--- src/rtl/pred_alu_pkg.sv ---
// Package: shared field layout, opcode and condition encodings for the
// predicated ALU stage. Assumes the fixed 32-bit data-processing format.
package pred_alu_pkg;

    localparam int INSTR_W = 32;

    // Condition codes; the odd code of each pair is the complement of the even one.
    typedef enum logic [3:0] {
        C_EQ = 4'b0000, C_NE = 4'b0001, C_CS = 4'b0010, C_CC = 4'b0011,
        C_MI = 4'b0100, C_PL = 4'b0101, C_VS = 4'b0110, C_VC = 4'b0111,
        C_HI = 4'b1000, C_LS = 4'b1001, C_GE = 4'b1010, C_LT = 4'b1011,
        C_GT = 4'b1100, C_LE = 4'b1101, C_AL = 4'b1110, C_NV = 4'b1111
    } cond_e;

    localparam logic [3:0] OP_SUB = 4'b0010;
    localparam logic [3:0] OP_ADD = 4'b0100;
    localparam logic [3:0] OP_CMP = 4'b1010;
    localparam logic [3:0] OP_MOV = 4'b1101;

    // Instruction fields, most significant first.
    typedef struct packed {
        cond_e       cond;
        logic [1:0]  fmt;
        logic        imm_sel;
        logic [3:0]  opc;
        logic        set_fl;
        logic [3:0]  src_idx;
        logic [3:0]  dst_idx;
        logic [11:0] op2;
    } instr_t;

    typedef struct packed {
        logic n;
        logic z;
        logic c;
        logic v;
    } flags_t;

endpackage

--- src/rtl/pred_alu_decode.sv ---
// Module: splits the instruction word and forms the second operand.
// Assumes rm_value already holds the register named by bits 3..0.
module pred_alu_decode
    import pred_alu_pkg::*;
#(
    parameter int DATA_W = 32
) (
    input  logic [INSTR_W-1:0] instr_word,
    input  logic [DATA_W-1:0]  rm_value,
    output instr_t             fields,
    output logic               fmt_ok,
    output logic [DATA_W-1:0]  op2_value
);
    localparam int IMM_W = 8;
    localparam int ROT_W = 4;

    logic [ROT_W-1:0]    rot_amt;
    logic [DATA_W-1:0]   imm_ext;
    logic [2*DATA_W-1:0] imm_dbl;
    logic [2*DATA_W-1:0] imm_shift;

    // Field split and format check.
    always_comb begin
        fields = instr_t'(instr_word);
        fmt_ok = (fields.fmt == 2'b00);
    end

    // Rotated immediate or plain register operand.
    always_comb begin
        rot_amt   = fields.op2[IMM_W+ROT_W-1:IMM_W];
        imm_ext   = DATA_W'(fields.op2[IMM_W-1:0]);
        imm_dbl   = {imm_ext, imm_ext};
        imm_shift = imm_dbl >> {rot_amt, 1'b0};
        op2_value = fields.imm_sel ? imm_shift[DATA_W-1:0] : rm_value;
    end
endmodule

--- src/rtl/pred_alu_cond.sv ---
// Module: evaluates a 4-bit condition code against the stored flags.
// Assumes the pairwise-complement encoding from the package.
module pred_alu_cond
    import pred_alu_pkg::*;
(
    input  cond_e  cond,
    input  flags_t flags,
    output logic   pass
);
    function automatic logic holds(input flags_t f, input logic [3:0] code);
        logic r;
        case (code)
            4'b0000: r = f.z;
            4'b0001: r = !f.z;
            4'b0010: r = f.c;
            4'b0011: r = !f.c;
            4'b0100: r = f.n;
            4'b0101: r = !f.n;
            4'b0110: r = f.v;
            4'b0111: r = !f.v;
            4'b1000: r = f.c && !f.z;
            4'b1001: r = !f.c || f.z;
            4'b1010: r = (f.n == f.v);
            4'b1011: r = (f.n != f.v);
            4'b1100: r = !f.z && (f.n == f.v);
            4'b1101: r = f.z || (f.n != f.v);
            4'b1110: r = 1'b1;
            default: r = 1'b0;
        endcase
        return r;
    endfunction

    // Condition outcome.
    always_comb pass = holds(flags, cond);

    // each code and its pair partner always disagree (GT vs LE, AL vs never).
    always_comb begin
        a_r3_pair_complement: assert (holds(flags, cond) != holds(flags, cond ^ 4'b0001))
            else $error("condition pair not complementary");
    end
endmodule

--- src/rtl/pred_alu_core.sv ---
// Module: combinational ADD/SUB/MOV/CMP with flag generation.
// Assumes operands are already selected; gives no write for unknown opcodes.
module pred_alu_core
    import pred_alu_pkg::*;
#(
    parameter int DATA_W = 32
) (
    input  logic [3:0]        opc,
    input  logic              set_fl,
    input  logic [DATA_W-1:0] a,
    input  logic [DATA_W-1:0] b,
    input  flags_t            flags_in,
    output logic [DATA_W-1:0] result,
    output flags_t            flags_out,
    output logic              writes_rd,
    output logic              updates_fl,
    output logic              known_op
);
    localparam int MSB = DATA_W - 1;

    logic [DATA_W:0] add_full;
    logic [DATA_W:0] sub_full;
    logic            add_ovf;
    logic            sub_ovf;

    // Adder and subtractor; SUB uses a + ~b + 1 so that carry = not-borrow.
    always_comb begin
        add_full = {1'b0, a} + {1'b0, b};
        sub_full = {1'b0, a} + {1'b0, ~b} + {{DATA_W{1'b0}}, 1'b1};
        add_ovf  = (a[MSB] == b[MSB]) && (add_full[MSB] != a[MSB]);
        sub_ovf  = (a[MSB] != b[MSB]) && (sub_full[MSB] != a[MSB]);
    end

    // Opcode select, write and flag policy.
    always_comb begin
        result     = '0;
        flags_out  = flags_in;
        writes_rd  = 1'b0;
        updates_fl = 1'b0;
        known_op   = 1'b1;
        case (opc)
            OP_ADD: begin
                result     = add_full[MSB:0];
                writes_rd  = 1'b1;
                updates_fl = set_fl;
                flags_out  = '{n: add_full[MSB], z: (add_full[MSB:0] == '0),
                               c: add_full[DATA_W], v: add_ovf};
            end
            OP_SUB, OP_CMP: begin
                result     = sub_full[MSB:0];
                writes_rd  = (opc == OP_SUB);
                updates_fl = (opc == OP_CMP) || set_fl;
                flags_out  = '{n: sub_full[MSB], z: (sub_full[MSB:0] == '0),
                               c: sub_full[DATA_W], v: sub_ovf};
            end
            OP_MOV: begin
                result     = b;
                writes_rd  = 1'b1;
                updates_fl = set_fl;
                flags_out  = '{n: b[MSB], z: (b == '0), c: flags_in.c, v: flags_in.v};
            end
            default: known_op = 1'b0;
        endcase
    end
endmodule

--- src/rtl/pred_alu_stage.sv ---
// Module: top of the predicated execute stage. Holds the flag register
// and the registered write port. Assumes one instruction per cycle and
// register values read by the caller; synchronous active-low reset.
module pred_alu_stage
    import pred_alu_pkg::*;
#(
    parameter int DATA_W = 32
) (
    input  logic              clk,
    input  logic              rst_n,
    input  logic              instr_valid,
    input  logic [31:0]       instr_word,
    input  logic [DATA_W-1:0] rn_value,
    input  logic [DATA_W-1:0] rm_value,
    output logic              wr_en,
    output logic [3:0]        wr_idx,
    output logic [DATA_W-1:0] wr_data,
    output logic [3:0]        flags_q
);
    instr_t            fields;
    logic              fmt_ok;
    logic [DATA_W-1:0] op2_value;
    logic              cond_pass;
    logic [DATA_W-1:0] alu_result;
    flags_t            alu_flags;
    flags_t            cur_flags;
    logic              alu_writes;
    logic              alu_upd_fl;
    logic              alu_known;
    logic              fire;

    assign cur_flags = flags_t'(flags_q);

    pred_alu_decode #(.DATA_W(DATA_W)) u_decode (
        .instr_word (instr_word),
        .rm_value   (rm_value),
        .fields     (fields),
        .fmt_ok     (fmt_ok),
        .op2_value  (op2_value)
    );

    pred_alu_cond u_cond (
        .cond  (fields.cond),
        .flags (cur_flags),
        .pass  (cond_pass)
    );

    pred_alu_core #(.DATA_W(DATA_W)) u_core (
        .opc        (fields.opc),
        .set_fl     (fields.set_fl),
        .a          (rn_value),
        .b          (op2_value),
        .flags_in   (cur_flags),
        .result     (alu_result),
        .flags_out  (alu_flags),
        .writes_rd  (alu_writes),
        .updates_fl (alu_upd_fl),
        .known_op   (alu_known)
    );

    // Instruction takes effect only when valid, well-formed, known and condition true.
    always_comb fire = instr_valid && fmt_ok && alu_known && cond_pass;

    // Registered write port.
    always_ff @(posedge clk) begin
        if (!rst_n) begin
            wr_en   <= 1'b0;
            wr_idx  <= '0;
            wr_data <= '0;
        end else begin
            wr_en   <= fire && alu_writes;
            wr_idx  <= fields.dst_idx;
            wr_data <= alu_result;
        end
    end

    // Flag register update.
    always_ff @(posedge clk) begin
        if (!rst_n)                     flags_q <= '0;
        else if (fire && alu_upd_fl)    flags_q <= alu_flags;
    end

    // a failed condition leaves no write and no flag change.
    a_r4_fail_no_effect: assert property (@(posedge clk) disable iff (!rst_n)
        (instr_valid && !cond_pass) |=> (!wr_en && $stable(flags_q)));

    // idle cycles have no effect.
    a_r11_idle_no_effect: assert property (@(posedge clk) disable iff (!rst_n)
        !instr_valid |=> (!wr_en && $stable(flags_q)));

    // compare never writes a register.
    a_r7_cmp_no_write: assert property (@(posedge clk) disable iff (!rst_n)
        (instr_valid && fmt_ok && fields.opc == OP_CMP) |=> !wr_en);

    // MOV keeps C and V.
    a_r8_mov_keeps_cv: assert property (@(posedge clk) disable iff (!rst_n)
        (instr_valid && fmt_ok && fields.opc == OP_MOV) |=> (flags_q[1:0] == $past(flags_q[1:0])));

    // always-code with a writing opcode always writes.
    a_r5_always_writes: assert property (@(posedge clk) disable iff (!rst_n)
        (instr_valid && fmt_ok && fields.cond == C_AL && alu_known && fields.opc != OP_CMP) |=> wr_en);
endmodule

--- config.mk ---
export PLATFORM = sky130hd
export DESIGN_NAME = pred_alu_stage
export DESIGN_NICKNAME = d
export VERILOG_FILES = /design/src/rtl/pred_alu_pkg.sv /design/src/rtl/pred_alu_decode.sv /design/src/rtl/pred_alu_cond.sv /design/src/rtl/pred_alu_core.sv /design/src/rtl/pred_alu_stage.sv
export SDC_FILE = /design/constraint.sdc
export NUM_CORES = 1
export LEC_CHECK = 0
export ABC_AREA = 1
export BUFFER_PORTS_ARGS = -buffer_cell sky130_fd_sc_hd__buf_2
export CORE_AREA = 2 2 137 139
export DETAILED_ROUTE_END_ITERATION = 6
export DIE_AREA = 0 0 139 141
export GPL_TIMING_DRIVEN = 0
export PLACE_DENSITY = 0.77
export SLEW_MARGIN = 25
export SYNTH_ARGS = -nofsm -noshare
export SYNTH_HDL_FRONTEND = slang
export SYNTH_HIERARCHICAL = 1
export SYNTH_SLANG_ARGS = --single-unit
export TNS_END_PERCENT = 5
--- constraint.sdc ---
create_clock -name clk -period 3.7 [get_ports clk]
set_input_delay 0.74 -clock clk [delete_from_list [all_inputs] [get_ports clk]]
set_output_delay 0.74 -clock clk [all_outputs]
set_load 0.01 [all_outputs]
Yosys cells after proc, flatten, opt, wreduce, memory -nomap -nowiden
Index checks and enable logic that the tools add are counted.
Cells by class
  add/subtract/negate cells: 3
  equality and inequality tests: 24
  shifts and indexed selects: 1
  mux-type cells: 7
  bitwise gates (word level): 2
  reduce and logical (&&, ||, !) cells: 28
Operators with widths (count)
  32-bit zero test: 3
  32-bit one-hot mux with 3 select lines: 1
  32-bit by 32-bit adder with 33-bit output: 2
  40-bit by 5-bit right shift with 32-bit output: 1
  4-bit == test, second input constant: 9
  33-bit by 1-bit adder with 33-bit output, second input constant: 1
  32-bit two-way mux: 1
  32-bit NOT: 1
  4-bit by 3-bit == test with 1-bit output, second input constant: 5
  1-bit one-hot mux with 15 select lines: 1
  4-bit by 2-bit == test with 1-bit output, second input constant: 3
  4-bit one-hot mux with 3 select lines: 1
  1-bit logical AND: 9
  4-bit by 1-bit == test with 1-bit output, second input constant: 1
  1-bit zero test: 4
  4-bit zero test: 1
  1-bit != test: 4
  1-bit one-hot mux with 2 select lines: 2
  2-bit OR reduction: 2
  4-bit OR reduction: 1
  1-bit logical OR: 3
  3-bit AND reduction: 1
  3-bit nonzero test: 1
  1-bit == test: 2
  other kinds (5): 5
Storage, ports and cells
  bits in registers: 41
  bits of input ports: 99
  output and inout bits: 41

Depth between registers and ports, before layout
  depth after elaboration: 8
  depth in mapped cells: 31
  gate-level depth less buffers: 29

By module
Netlist, hierarchy kept.
By module, submodules not included
  pred_alu_core: times used 1, cells an instance 1227, area each 5923.2 um^2
  pred_alu_decode: times used 1, cells an instance 227, area each 1232.4 um^2
  pred_alu_stage: times used 1, cells an instance 142, area each 1229.9 um^2
  pred_alu_cond: times used 1, cells an instance 55, area each 229.0 um^2

Least setup slack after synthesis
OpenSTA, ideal clock, no wires.
  path type: input to register
  start point: in instr_word[9]
  end point: reg flags_q[3]
  library setup time: 0.115 ns
  arrival: 3.076 ns
  data required time: 3.585 ns
  path slack: 0.509 ns
  cell stages on the path: 25
  path buffers: 2
  path through: clkbuf_8 inv_6 buf_4 nand2_1 nand4_1 nand3_1 inv_1 ha_1 nand2_2 inv_2 a21oi_1 nand2_2 nand2_2 nand2_2 nand2_1 nand2_1 nand2_1 nand2_1 nand2_1 o211ai_2 a21o_1 inv_1 nand3_1 nand2_1 nor2_1
RTL lines
  start: declaration: RTL line pred_alu_stage.sv:12  | input logic [31:0] instr_word,
  end signal: assignment: RTL line pred_alu_stage.sv:80  | else if (fire && alu_upd_fl) flags_q <= alu_flags;
  end: declaration: RTL line pred_alu_stage.sv:18  | output logic [3:0] flags_q

==> run metrics <==
Hold WS=0.598 ns; Max VDD drop=454 µV; Vias/cell=5.47; H-tree depth=2; Layout area overhead=29.9%; Routed WL=35400 µm; grt ovf=0; I/O Pins=140; setup TNS=0 ns; synthesized area=8470 µm²; Overall Global Routing Usage=33.7%; clock latency on the worst-skew pair=0.28 ns; reg-to-reg endpoint=flags_q[2]; DP Worst Slack=-0.678 ns; layout cell share with drive strength beyond 1=28.8%; clock transition at the registers of the reported paths=0.06 ns; clock buffer depth=2; FF+latch area=821 µm²; outcome=completed; setup ws final=0.135 ns; TritonCTS clock tree=built; Avg WL per Cell=17.4 µm; drt first pass iters=6; Max Slew Vio Count=0; post-route ant nets=0; drt initial violations=1026; DIE AREA=19600 µm²; Initial Utilization=46.4%; Worst Setup SP=instr_word[8]; worst slew pin tran=0.621 ns; GP Congestion=1.05; Lkg Pwr=6.28 nW; clock skew=0.00697 ns; cell area after placement=9370 µm²; Filler Cell Count=1881; Buffers on Ports=121; vias in the first global route=9894; relative slew slack=58.4%; overall die width=139 µm; reg2reg start=flags_q[3]; DP HPWL=29500 µm; part of the cycle the worst path needs=96.3%; crit path capture type=register; Setup crit end=flags_q[2]; Hold WC Path Type=reg2reg; MaxCap Viol Count=0; syn_area_per_cell=5.19 µm²; Remaining DRCs=0; # clock sinks=41; Yosys warning count=6; DR vias=11140; hold_buf cts=0; post-layout min period=3.56 ns; Fin. Hold Viols=0; setup violators final=0; Startpoint Class=primary input; worst endpoint required time=3.92 ns; PwrDens=255 nW/µm²; largest net degree at the start of global routing=15; Num CTS Buffers=5; root buf cell=clkbuf_16; initial antenna violation count=1; row count=50; Net count, final=1967; core box area=18300 µm²; diode count=0; Max Clk Rate=281 MHz; Syn Nets=1798; Data arrival, critical path=3.79 ns; Cells after Synth=1632; CP Class=in2reg; worst-path maximum fanout=7; area of the multi-input gates=7110 µm²; first-pass GRT wire length=52000 µm; die height=141 µm; FF-to-FF path depth=13; final std cell area, no fill=11000 µm²; R2R Setup Slk=2.10 ns
## flip-flops by register name (all words and copies together) (netlist names)
register and count:
flags_q 4, wr_data 32, wr_en 1, wr_idx 4
## layer usage
metal / global-route usage, % / up-vias / part of all wire, %
li1: - / 5396 / -
met1: 46.5 / 5055 / 42
met2: 55.8 / 590 / 44
met3: 3.06 / 97 / 9.7
met4: 11.0 / 2 / 3.9
met5: 0 / - / 0.017
## layout by cell type, fill, tap and decap left out, types with 4 or more instances in the layout
master     count
a21oi_1       24
a21oi_2       32
a21oi_4        4
buf_2        129
buf_4         58
buf_6         18
clkbuf_1       7
clkbuf_16      6
clkbuf_4       4
clkinv_1       4
dfxtp_1       41
ha_1          54
ha_4          10
inv_1        264
inv_2         32
nand2_1      553
nand2_2       88
nand2_4       17
nand3_1      119
nand3_2       31
nand3_4        5
nand4_1       44
nor2_1        95
nor2_2        27
nor2_4        20
nor3_1         6
o21ai_0        7
o21ai_1        5
o21bai_1       6
o221ai_1      29
xor2_1         5
xor2_2         4
## critical path: stages
cell     delay, ns
buf_4         0.15
buf_6         0.14
nand2_2       0.08
nand3_1       0.09
nand3_2       0.12
nand3_1       0.11
nand2_1       0.24
inv_1         0.11
ha_1          0.38
inv_1         0.24
nand3_1       0.11
inv_1         0.08
nand2_1       0.10
nor2_2        0.12
nand2_1       0.08
nand2_1       0.12
nand2_1       0.08
nand2_1       0.09
nand2_1       0.07
nor2_2        0.12
nand3_1       0.10
nand3_1       0.07
inv_1         0.05
nand3_1       0.07
nand2_1       0.05
nor2_1        0.07
## report_power, final
part	switching, mW	internal, mW	total [mW]
Clock	0.174	0.319	0.493
Combinational	1.23	0.622	1.85
Sequential	0.00410	0.460	0.464
Total	1.41	1.40	2.81
## area by class of cell
class                           instances  share of cell area (%)
Clock inverter                          3                   0.421
Tap cell                              234                    2.66
Clock buffer                            5                    1.14
Timing Repair Buffer                  162                    8.44
Buffer                                 63                    4.59
Inverter                              307                    10.7
Sequential cell                        41                    7.46
Multi-Input combinational cell       1221                    64.6
## how the worst min path moves through the flow
| stage | cells after the start | start | to |
|---|---|---|---|
| 4_1_cts | 2 | flags_q[0] | flags_q[0] |
| 3_5_place_dp | 2 | flags_q[0] | flags_q[0] |
| 5_1_grt | 3 | instr_word[12] | wr_idx[0] |
| 2_1_floorplan | 2 | flags_q[1] | flags_q[1] |
| 3_3_place_gp | 2 | flags_q[0] | flags_q[0] |
| 6_report | 2 | flags_q[0] | flags_q[0] |
## repair_timing
item	CTS	global route
setup endpoints to repair	6	8
resized for setup	49	293
pin swaps	4	58
cloned	0	4
setup buffers	5	32
## through the flow
stage / util [%] / power [mW] / std cells
floorplan: - / 1.48 / 1632
global placement: 51.3 / 1.93 / 1987
detailed placement: 51.3 / 1.94 / 1987
CTS: 53.3 / 2.48 / 2000
global route: 60.2 / 2.99 / 2036
finish: 60.2 / 2.81 / 2036
No activity file was read; power rests on OpenSTA's default activity.
